==> config.mk <==
export PLATFORM = sky130hd
export DESIGN_NAME = msg_irq_status
export DESIGN_NICKNAME = d
export VERILOG_FILES = /design/src/rtl/msg_irq_pkg.sv /design/src/rtl/msg_lowest_first.sv /design/src/rtl/msg_irq_ctl.sv /design/src/rtl/msg_irq_dp.sv /design/src/rtl/msg_irq_status.sv
export SDC_FILE = /design/constraint.sdc
export NUM_CORES = 1
export LEC_CHECK = 0
export BUFFER_PORTS_ARGS = -buffer_cell sky130_fd_sc_hd__buf_2
export CAP_MARGIN = 30
export CORE_MARGIN = 3
export CORE_UTILIZATION = 25
export DETAILED_ROUTE_END_ITERATION = 7
export GPL_ROUTABILITY_DRIVEN = 0
export PLACE_DENSITY_LB_ADDON = 0.12
export SETUP_SLACK_MARGIN = 0.5
export SYNTH_ARGS = -nofsm -noshare
export SYNTH_HDL_FRONTEND = slang
export SYNTH_HIERARCHICAL = 1
export SYNTH_SLANG_ARGS = --single-unit
==> constraint.sdc <==
create_clock -name clk -period 4.52 [get_ports clk]
set_input_delay 1.13 -clock clk [delete_from_list [all_inputs] [get_ports clk]]
set_output_delay 1.13 -clock clk [all_outputs]
set_load 0.02 [all_outputs]
==> src/rtl/msg_irq_pkg.sv <==
package msg_irq_pkg;
  localparam int BELL_COUNT  = 15;
  localparam int QUEUE_COUNT = 4;
  localparam int ATT_COUNT   = 2 * QUEUE_COUNT;
  localparam int CODE_W      = 4;

  typedef struct packed {
    logic clearBells;
  } ctrl_t;
endpackage

==> src/rtl/msg_lowest_first.sv <==
module msg_lowest_first #(
  parameter int N = 8,
  parameter int W = 4
) (
  input  logic [N-1:0] req,
  output logic [W-1:0] code
);
  always_comb begin
    code = '1;
    for (int i = N - 1; i >= 0; i--) begin
      if (req[i]) code = W'(i);
    end
  end
endmodule

==> src/rtl/msg_irq_ctl.sv <==
module msg_irq_ctl
  import msg_irq_pkg::*;
(
  input  logic  rdEn,
  output ctrl_t ctrl
);
  always_comb begin
    ctrl = '0;
    ctrl.clearBells = rdEn;
  end
endmodule

==> src/rtl/msg_irq_dp.sv <==
module msg_irq_dp
  import msg_irq_pkg::*;
#(
  parameter int PTR_W = 8
) (
  input  logic                         clk,
  input  logic                         rst_n,
  input  ctrl_t                        ctrl,
  input  logic [BELL_COUNT-1:0]        bellSet,
  input  logic [QUEUE_COUNT*PTR_W-1:0] sendPut,
  input  logic [QUEUE_COUNT*PTR_W-1:0] sendGet,
  input  logic [QUEUE_COUNT*PTR_W-1:0] sendSize,
  input  logic [QUEUE_COUNT-1:0]       sendEn,
  input  logic [QUEUE_COUNT*PTR_W-1:0] recvPut,
  input  logic [QUEUE_COUNT*PTR_W-1:0] recvGet,
  output logic [31:0]                  rdData,
  output logic                         irq
);
  logic [BELL_COUNT-1:0] bells;
  logic [ATT_COUNT-1:0]  attn;
  logic [CODE_W-1:0]     bellCode;
  logic [CODE_W-1:0]     attnCode;

  always_ff @(posedge clk) begin
    if (!rst_n) bells <= '0;
    else        bells <= (ctrl.clearBells ? '0 : bells) | bellSet;
  end

  for (genvar q = 0; q < QUEUE_COUNT; q++) begin : g_queue
    logic [PTR_W-1:0] fill;
    assign fill          = sendPut[q*PTR_W +: PTR_W] - sendGet[q*PTR_W +: PTR_W];
    assign attn[2*q]     = sendEn[q] && (fill != sendSize[q*PTR_W +: PTR_W]);
    assign attn[2*q + 1] = recvPut[q*PTR_W +: PTR_W] != recvGet[q*PTR_W +: PTR_W];
  end

  msg_lowest_first #(.N(BELL_COUNT), .W(CODE_W)) u_bellEnc (.req(bells), .code(bellCode));
  msg_lowest_first #(.N(ATT_COUNT),  .W(CODE_W)) u_attnEnc (.req(attn),  .code(attnCode));

  assign rdData = {bellCode, attnCode, attn, 1'b0, bells};
  assign irq    = (|bells) || (|attn);
endmodule

==> src/rtl/msg_irq_status.sv <==
module msg_irq_status
  import msg_irq_pkg::*;
#(
  parameter int PTR_W = 8
) (
  input  logic                   clk,
  input  logic                   rst_n,
  input  logic [14:0]            bellSet,
  input  logic [4*PTR_W-1:0]     sendPut,
  input  logic [4*PTR_W-1:0]     sendGet,
  input  logic [4*PTR_W-1:0]     sendSize,
  input  logic [3:0]             sendEn,
  input  logic [4*PTR_W-1:0]     recvPut,
  input  logic [4*PTR_W-1:0]     recvGet,
  input  logic                   rdEn,
  output logic [31:0]            rdData,
  output logic                   irq
);
  ctrl_t ctrl;

  msg_irq_ctl u_ctl (.rdEn(rdEn), .ctrl(ctrl));

  msg_irq_dp #(.PTR_W(PTR_W)) u_dp (
    .clk(clk), .rst_n(rst_n), .ctrl(ctrl), .bellSet(bellSet),
    .sendPut(sendPut), .sendGet(sendGet), .sendSize(sendSize), .sendEn(sendEn),
    .recvPut(recvPut), .recvGet(recvGet), .rdData(rdData), .irq(irq)
  );
endmodule

==> results of run 1 <==
==> what timing repair did <==
item / 4_1_cts / 5_1_grt
pin swaps: 15 / 11
gates cloned: 0 / 0
setup endpoints to repair: 9 / 9
buffers inserted: 4 / 3
resized for setup: 57 / 16
==> cell type report <==
type	instances	area, sq um
multi-input combinational	297	2550
clock inverter	1	5.00
timing repair buffer	251	1490
inverter	38	165
clock buffer	3	41.3
sequential	15	300
tap	136	170
fill	1067	5840
==> how the worst min path moves through the flow <==
stage / from / to / slack, ns / cells past startpoint
6_report: u_dp/bells[14] / u_dp/bells[14] / 0.67 / 2
4_1_cts: u_dp/bells[13] / u_dp/bells[13] / 0.69 / 2
3_5_place_dp: u_dp/bells[9] / u_dp/bells[9] / 0.67 / 2
5_1_grt: u_dp/bells[14] / u_dp/bells[14] / 0.71 / 2
3_3_place_gp: u_dp/bells[14] / u_dp/bells[14] / 0.64 / 2
2_1_floorplan: u_dp/bells[14] / u_dp/bells[14] / 0.72 / 2
==> cells in the mapped netlist (8+ instances only) <==
cell,number
xor2_1,47
xnor2_1,41
inv_1,38
ha_1,28
nor2b_1,20
o21a_1,19
nor2_1,16
a21oi_1,15
dfxtp_1,15
o21ai_0,14
nand2_1,12
nor4_1,11
nor3_1,10
nand2b_1,8
==> per-stage QoR <==
stage	worst slack, ns	setup TNS, ns	hold WS (ns)	util (%)	total power, W
floorplan	-0.150	-0.293	0.719	-	0.000427
global placement	-0.383	-1.24	0.645	40.9	0.000596
detailed placement	-0.419	-1.38	0.668	40.9	0.000602
CTS	-0.342	-0.927	0.685	43.9	0.000746
global route	-0.453	-1.85	0.709	44.7	0.000819
finish	-0.308	-1.10	0.671	44.7	0.000753
==> layer usage <==
layer | wire length [um] | GRT usage, %
met5 | 0 | 0
met1 | 4220 | 19.0
met4 | 48 | 2.11
met2 | 4960 | 27.3
met3 | 631 | 2.24
==> worst max-delay path, cell delays in order <==
cell and delay (ns):
buf_8 0.08, inv_8 0.03, ha_4 0.15, fa_2 0.36, nor2b_1 0.17, o31ai_1 0.11, o211a_1 0.21, o41a_1 0.43
or3_1 0.31, or4_4 0.55, buf_6 0.15
==> logic make-up (layout without fill, tap and decap cells) <==
group / Yosys count / after routing / share of synthesized area, %
buffers and inverters: 42 / 293 / 5.98
other: 1 / 1 / 0.136
adders and majority gates: 32 / 32 / 15.6
and+or+nand+nor: 101 / 101 / 21.0
AOI/OAI and AO/OA: 75 / 75 / 18.6
DFF: 15 / 15 / 10.9
xor gates and xnor gates: 88 / 88 / 27.9
==> where the power goes <==
group	leakage (nW)	switching [W]	internal (W)
Combinational	2.19	0.000225	0.000265
Sequential	0.125	0.0000132	0.000141
Clock	0.0255	0.0000474	0.0000611
Total	2.34	0.000286	0.000467
==> impl_results.md, run 1 <==
- Top FF cell, synth: dfxtp_1
- Area delta synth->final: 70.7%
- Per-cell routed wire length: around 13 um
- Synth area leaders: xor2_1 15%, xnor2_1 13%, ha_1 13%, dfxtp_1 11%, inv_1 5.2%
- Critical Setup Path Class: input pin to primary output
- Ys Warns: 6
- # hold bufs at CTS: 0
- Post-synth EDFFs: 0
- Antenna violations before repair: 0
- H-tree depth: 1
- Worst Setup SP: sendPut[24]
- Cell taking the most area after synthesis: xor2_1
- Clk Latency, worst-skew pair: between 0.2 and 0.3 ns
- Top reg by flops: u_dp/bells
- DRT Pass-1 Iters: 4
- HP Class: flip-flop to flip-flop
- Core area: 10600 sq um
- Nature of the critical path startpoint: input pin
- Clock buffer count from CTS: 3
- Commonest non-fill, non-tap cells in the layout: 194 x buf_2, 47 x xor2_1, 41 x xnor2_1
- Clock-pin slew on the worst setup and hold paths: 0.06 ns
- Post-Layout Cell Count: approximately 740
- Dpl cells: 730
- WP data required: between 3 and 4 ns
- Arrival time worst endpoint: roughly 3.7 ns
- Max reg flops: 15
- Diode count: 0
- Pwr/cell area: roughly 160 nW/um^2
- Detailed Route WL: 9.86 mm
- DRC violations left: 0
- Lkg Pwr: around 2.3 nW
- Max Transition Viols Final: 0
- First-pass GRT wire length: about 16 mm
- Seq/Total Area, Yosys: 10.9%
- Post-DP HPWL: between 8 and 9 mm
- Post-synth cell types: 48
- Unrepaired setup endpoints after global routing: true
- First DRT Iteration DRCs: 61
- GR Util All Layers: ~15%
- Initial cell density of the core: 26.2%
- Clk sinks: 15
- Die area: between 10000 and 15000 sq um
- CTS tree: yes
- Seq cells post-synth: 15
- Area share of the largest cell type after synthesis: approximately 15%
- Layout cells sized above 1: about half
- Post-DP Area: about 4300 sq um
- Root Buffer: clkbuf_8
- Synthesized area per cell: about 8 sq um
- Vias per cell: around 4.5
- Largest net degree at the start of global routing: 16
- IO buf count: 213
- Tmin final: slightly below 5 ns
- R2R Setup Slk: 3.71 ns
- Vias in the first global route: approximately 3500
- Max Cap Violations: 0
- Layout Skew: 0 ns
- Die width: 111 um
- Final worst slack: -0.308 ns
- Post-Syn Area: about 2800 sq um
- Worst R2R End: u_dp/bells[2]
- Fmax: ~210 MHz
- Register-to-Register Path Depth: 2
- Crit end category: primary output
- Reg2reg start: u_dp/bells[2]
- Post-synth net total: roughly 570
- Status: finished with violations
- Setup crit end: irq
- CP Max Fanout: 2
- Final setup viols: 5
- Synth Instances: around 350
- FFs w/ async S/R, synth: 0%
- DRT antenna net count: 0
- Period utilization: 107%
- Via count: roughly 3300
- Rows: 37
- Maximum vdd drop: around 170 uV
- Boundary Pins: ~220
- Top flop regs: u_dp/bells x15
- Largest buffer count on any clock path: 2
- Final net count: approximately 800
- GRT overflow: 0
- Failing checks: setup timing
- Final Hold Viols: 0
- Die Y: between 100 and 150 um
- Cell area after layout: between 4000 and 5000 sq um
- Commonest non-fill, non-tap cell in the layout: buf_2
No activity file was read; power rests on OpenSTA's default activity.
==> run 2: changes to the inputs <==
--- a/config.mk
+++ b/config.mk
@@ -10,9 +10,9 @@
 export CORE_MARGIN = 3
 export CORE_UTILIZATION = 25
 export DETAILED_ROUTE_END_ITERATION = 7
-export GPL_ROUTABILITY_DRIVEN = 0
 export PLACE_DENSITY_LB_ADDON = 0.12
 export SETUP_SLACK_MARGIN = 0.5
+export SKIP_LAST_GASP = 1
 export SYNTH_ARGS = -nofsm -noshare
 export SYNTH_HDL_FRONTEND = slang
 export SYNTH_HIERARCHICAL = 1
==> run 2 against run 1 <==
  * The flow still finishes with violations (setup timing)
  * Non-clock buffer count unchanged
  * Clock power hardly changed
  * Sequential cell count stayed put
  * Cell area fell by 0.40%
  * Power down 0.32%
==> impl_results.md, run 2 (synthesized netlist as in run 1, its figures left out) <==
- Status: finished with violations
- Failing checks: setup timing
- Area delta synth->final: 70.1%
- Diode count: 0 (unchanged)
- Final setup viols: 5 (unchanged)
- DRT antenna net count: 0 (unchanged)
- First DRT Iteration DRCs: 56 (-8.2%)
- WHS: 0.669 ns (-0.00147 ns)
- Boundary Pins: 215 (unchanged)
- IO buf count: 213 (unchanged)
- HP Class: flip-flop to flip-flop
- Clock-pin slew on the worst setup and hold paths: 0.06 ns (about the same)
- Via count: 3336 (-0.090%)
- Detailed Route WL: 9.85 mm (-0.13%)
- Post-Layout Cell Count: 741 (unchanged)
- Layout Skew: 0 ns (unchanged)
- DRT Pass-1 Iters: 4 (unchanged)
- Max Cap Violations: 0 (unchanged)
- Unrepaired setup endpoints after global routing: true
- Crit end category: primary output
- Final net count: 820 (unchanged)
- Initial cell density of the core: 26.2% (unchanged)
- Max reg flops: 15 (unchanged)
- Layout cells sized above 1: 49.8% (-0.17 points)
- Max incr delay on CP: 0.58 ns (+0.03 ns)
- Commonest non-fill, non-tap cells in the layout: 196 x buf_2, 47 x xor2_1, 41 x xnor2_1
- Core area: 10600 sq um (unchanged)
- CP Max Fanout: 5 (+3)
- CP max-delay cell: or4_4
- Pwr/cell area: 160 nW/um^2 (about the same)
- Utilization after layout: 44.5% (-0.18 points)
- Vias per cell: 4.50 (about the same)
- Clock buffer count from CTS: 3 (unchanged)
- Maximum vdd drop: 171 uV (about the same)
- DRC violations left: 0 (unchanged)
- Final Hold Viols: 0 (unchanged)
- GR Util All Layers: 15.0% (+0.034 points)
- Tmin final: 4.86 ns (+0.0367 ns)
- Filler cell count: 1063 (-0.37%)
- Vias in the first global route: 3526 (+0.14%)
- Largest net degree at the start of global routing: 16 (unchanged)
- Arrival time worst endpoint: 3.73 ns (+0.03 ns)
- Fmax: 206 MHz (-0.76%)
- Largest buffer count on any clock path: 2 (unchanged)
- GRT overflow: 0 (unchanged)
- Die width: 111 um (unchanged)
- CTS tree: yes
- Dpl cells: 730 (unchanged)
- First-pass GRT wire length: 15.9 mm (+0.26%)
- Period utilization: 108% (+0.81 points)
- Commonest non-fill, non-tap cell in the layout: buf_2
- Max Transition Viols Final: 0 (unchanged)
- # hold bufs at CTS: 0 (unchanged)
- H-tree depth: 1 (unchanged)
- Rows: 37 (unchanged)
- Die Y: 111 um (unchanged)
- RD Place Congestion: 0.852
- Final setup TNS: -1.13 ns (-0.0315 ns)
- Final worst slack: -0.345 ns (-0.0367 ns)
- Antenna violations before repair: 0 (unchanged)
- Die area: 12300 sq um (unchanged)
- Clk sinks: 15 (unchanged)
- WP data required: 3.39 ns (about the same)
- Clk Latency, worst-skew pair: 0.25 ns (about the same)
- Per-cell routed wire length: 13.3 um (-0.13%)
- Overall Power: 0.000750 W (-0.32%)
- Nature of the critical path startpoint: input pin
- Post-DP HPWL: 8.45 mm (unchanged)
- Critical Setup Path Class: input pin to primary output
- Critical path cell sequence: buf_2, inv_1, ha_4, a21o_1, a21oi_1, o21ai_2, xnor2_1, or4_4, o41a_1, or4_4, buf_6
- Most numerous cell on the critical path: or4_4
- Lkg Pwr: 2.33 nW (-0.16%)
- R2R Setup Slk: 3.71 ns (about the same)
- Top reg by flops: u_dp/bells
- Root Buffer: clkbuf_8
- Top flop regs: u_dp/bells x15
[run 2: cell counts in the layout (fill, tap and decap cells not counted)]
Identical to the previous run, type by type.
[run 2: worst paths after layout]
check,cells after the start,start,end
setup / recovery,11,sendGet[3],irq
hold / removal,2,u_dp/bells[14],u_dp/bells[14]
setup reg to reg,2,u_dp/bells[2],u_dp/bells[2]
hold reg to reg,2,u_dp/bells[14],u_dp/bells[14]
[run 2: metal layers]
metal  GRT usage (%)  routed length [um]  part of all wire, %  vias up
met5               0                   0                    0        -
met1            19.0                4180                   42     1482
li1                -                   -                    -     1719
met2            27.3                4980                   51      130
met3            2.24                 651                  6.6        5
met4            2.11                  48                 0.49        0
[run 2: where the power goes]
group	switching [W]	internal [W]
Combinational	0.000224	0.000263
Clock	0.0000474	0.0000611
Sequential	0.0000132	0.000141
Total	0.000285	0.000466
[run 2: per-stage QoR]
step                      worst slack, ns  cell area (sq um)
after floorplan                    -0.150               2870
after global placement             -0.383               4320
after detailed placement           -0.419               4320
after CTS                          -0.386               4580
after global routing               -0.451               4700
final                              -0.345               4700
[run 2: repair_timing]
| item | in CTS | in global routing |
|---|---|---|
| buffers inserted | 4 | 3 |
| gates resized for setup | 42 | 25 |
| pin swaps | 15 | 12 |
| setup endpoints to repair | 9 | 9 |
[run 2: final cells by class]
type | instances | area [sq um] | area share [%]
multi-input combinational | 297 | 2540 | 54.2
timing repair buffer | 251 | 1480 | 31.4
sequential | 15 | 300 | 6.39
tap | 136 | 170 | 3.62
inverter | 38 | 160 | 3.41
clock buffer | 3 | 41.3 | 0.879
clock inverter | 1 | 5.00 | 0.107
[run 2: worst max-delay path: cells and delay by family]
family,cells,cell delay (ns)
AND/OR/NAND/NOR,2,1.09
adder cells (fa/ha/maj),1,0.20
AO/OA/AOI/OAI,4,0.86
XOR/XNOR,1,0.13
buffers and inverters,3,0.31
==> run 3: changes to the inputs <==
--- a/config.mk
+++ b/config.mk
@@ -7,8 +7,10 @@
 export LEC_CHECK = 0
 export BUFFER_PORTS_ARGS = -buffer_cell sky130_fd_sc_hd__buf_2
 export CAP_MARGIN = 30
+export CELL_PAD_IN_SITES_DETAIL_PLACEMENT = 0
+export CELL_PAD_IN_SITES_GLOBAL_PLACEMENT = 1
 export CORE_MARGIN = 3
-export CORE_UTILIZATION = 25
+export CORE_UTILIZATION = 24
 export DETAILED_ROUTE_END_ITERATION = 7
 export PLACE_DENSITY_LB_ADDON = 0.12
 export SETUP_SLACK_MARGIN = 0.5
==> run 3 against run 2 <==
  * The flow still finishes with violations (setup timing)
  * Worst setup slack improved by 0.053 ns
  * Utilization fell by 0.91 points
  * Via count fell by 0.72%
  * Fmax rose by 1.1%
  * Clock skew did not move
  * Combinational power barely moved
  * Sequential share of layout area fell by 0.15 points
  * Hold slack got worse by 0.023 ns
  * Non-clock buffer count rose by 5
  * Critical path type unchanged
  * Largest cell class unchanged
==> impl_results.md, run 3 (synthesized netlist as in run 1, its figures left out) <==
- Status: finished with violations
- Failing checks: setup timing
- Final worst slack: -0.292 ns (+0.0526 ns)
- IO buf count: 213 (unchanged)
- Commonest non-fill, non-tap cell in the layout: buf_2
- HP Class: flip-flop to flip-flop
- Dpl cells: 737 (+0.96%)
- Core area: 11000 sq um (+4.5%)
- Lkg Pwr: 2.39 nW (+2.4%)
- Per-cell routed wire length: 12.9 um (-2.7%)
- DRT antenna net count: 0 (unchanged)
- CTS tree: yes
- Max Transition Viols Final: 0 (unchanged)
- Die area: 12800 sq um (+3.9%)
- Max Cap Violations: 0 (unchanged)
- Unrepaired setup endpoints after global routing: true
- Initial cell density of the core: 25.0% (-1.1 points)
- GRT overflow: 0 (unchanged)
- Commonest non-fill, non-tap cells in the layout: 193 x buf_2, 47 x xor2_1, 40 x buf_4
- Rows: 38 (+2.7%)
- Clock buffer count from CTS: 3 (unchanged)
- Post-Layout Cell Count: 750 (+1.2%)
- Detailed Route WL: 9.70 mm (-1.5%)
- RD Place Congestion: 0.759 (-11%)
- Arrival time worst endpoint: 3.68 ns (-0.05 ns)
- WP data required: 3.39 ns (about the same)
- Clk Latency, worst-skew pair: 0.24 ns (about the same)
- Area delta synth->final: 74.1%
- Top reg by flops: u_dp/bells
- Largest buffer count on any clock path: 2 (unchanged)
- Pwr/cell area: 169 nW/um^2 (+6.0%)
- CP Max Fanout: 5 (unchanged)
- Maximum vdd drop: 186 uV (+8.7%)
- Max reg flops: 15 (unchanged)
- Clock-pin slew on the worst setup and hold paths: 0.05 ns (about the same)
- Tmin final: 4.81 ns (-0.0526 ns)
- Final Hold Viols: 0 (unchanged)
- H-tree depth: 1 (unchanged)
- Largest net degree at the start of global routing: 16 (unchanged)
- Via count: 3312 (-0.72%)
- Diode count: 0 (unchanged)
- Post-DP HPWL: 8.68 mm (+2.7%)
- Boundary Pins: 215 (unchanged)
- Clk sinks: 15 (unchanged)
- Final setup viols: 5 (unchanged)
- Final net count: 825 (+0.61%)
- First DRT Iteration DRCs: 40 (-29%)
- Critical Setup Path Class: input pin to primary output
- First-pass GRT wire length: 15.3 mm (-4.2%)
- Fmax: 208 MHz (+1.1%)
- Nature of the critical path startpoint: input pin
- Layout Skew: 0 ns (unchanged)
- Crit end category: primary output
- DRT Pass-1 Iters: 4 (unchanged)
- Vias per cell: 4.42 (-1.9%)
- Top flop regs: u_dp/bells x15
- GR Util All Layers: 14.1% (-0.92 points)
- Period utilization: 106% (-1.2 points)
- Vias in the first global route: 3377 (-4.2%)
- Layout cells sized above 1: 50.2% (+0.41 points)
- WHS: 0.647 ns (-0.0227 ns)
- Die Y: 113 um (+2.0%)
- DRC violations left: 0 (unchanged)
- Die width: 113 um (+2.0%)
- # hold bufs at CTS: 0 (unchanged)
- Root Buffer: clkbuf_16
- Antenna violations before repair: 0 (unchanged)
[run 3: cell types whose count changed in the layout (fill, tap and decap cells not counted), moves of 3 or more]
cell	previous run	this run
buf_2	196	193
buf_4	35	40
clkbuf_16	0	3
clkbuf_8	3	0
o21ai_1	2	5
[run 3: path summary, 6_finish.rpt]
kind / cells after the start / end / start / slack, ns
setup reg to reg: 2 / u_dp/bells[3] / u_dp/bells[3] / 3.72
setup / recovery: 10 / irq / sendPut[0] / -0.29
hold reg to reg: 2 / u_dp/bells[14] / u_dp/bells[14] / 0.65
hold / removal: 2 / u_dp/bells[14] / u_dp/bells[14] / 0.65
[run 3: repair_timing]
action / in CTS / in global routing
gates resized for setup: 44 / 31
buffers inserted: 2 / 7
pin swaps: 23 / 30
endpoints found under the setup margin: 9 / 9
[run 3: layer usage]
metal  vias to the layer above  track usage [%]  wire, um
met1                      1454             16.5      3900
met3                         4             2.73       805
met5                         -                0         0
met2                       124             27.1      4970
met4                         0             1.44        27
li1                       1730                -         -
[run 3: power by group]
group | switching, W | internal [W]
Clock | 0.0000509 | 0.000118
Combinational | 0.000222 | 0.000270
Sequential | 0.0000125 | 0.000142
Total | 0.000285 | 0.000529
[run 3: area by class of cell]
| class | count | area [sq um] |
|---|---|---|
| fill | 1163 | 6220 |
| multi-input combinational | 297 | 2560 |
| timing repair buffer | 256 | 1540 |
| sequential | 15 | 300 |
| tap | 140 | 175 |
| inverter | 38 | 160 |
| clock buffer | 3 | 75.1 |
| clock inverter | 1 | 5.00 |
[run 3: per-stage QoR]
| stage | setup slack, ns | total power (W) | util [%] | TNS, ns | instance area [sq um] |
|---|---|---|---|---|---|
| after CTS | -0.326 | 0.000802 | 41.9 | -0.976 | 4620 |
| after floorplan | -0.150 | 0.000427 | - | -0.293 | 2870 |
| final | -0.292 | 0.000814 | 43.6 | -0.925 | 4810 |
| after global placement | -0.385 | 0.000601 | 39.4 | -1.23 | 4350 |
| after global routing | -0.381 | 0.000882 | 43.6 | -1.55 | 4810 |
| after detailed placement | -0.392 | 0.000606 | 39.4 | -1.13 | 4350 |
[run 3: critical path, cell delays in order]
cell	delay, ns
buf_8	0.08
inv_8	0.03
ha_4	0.14
fa_2	0.52
xor2_1	0.13
nand3_1	0.09
or4_4	0.47
o41a_1	0.48
or4_4	0.45
buf_6	0.15
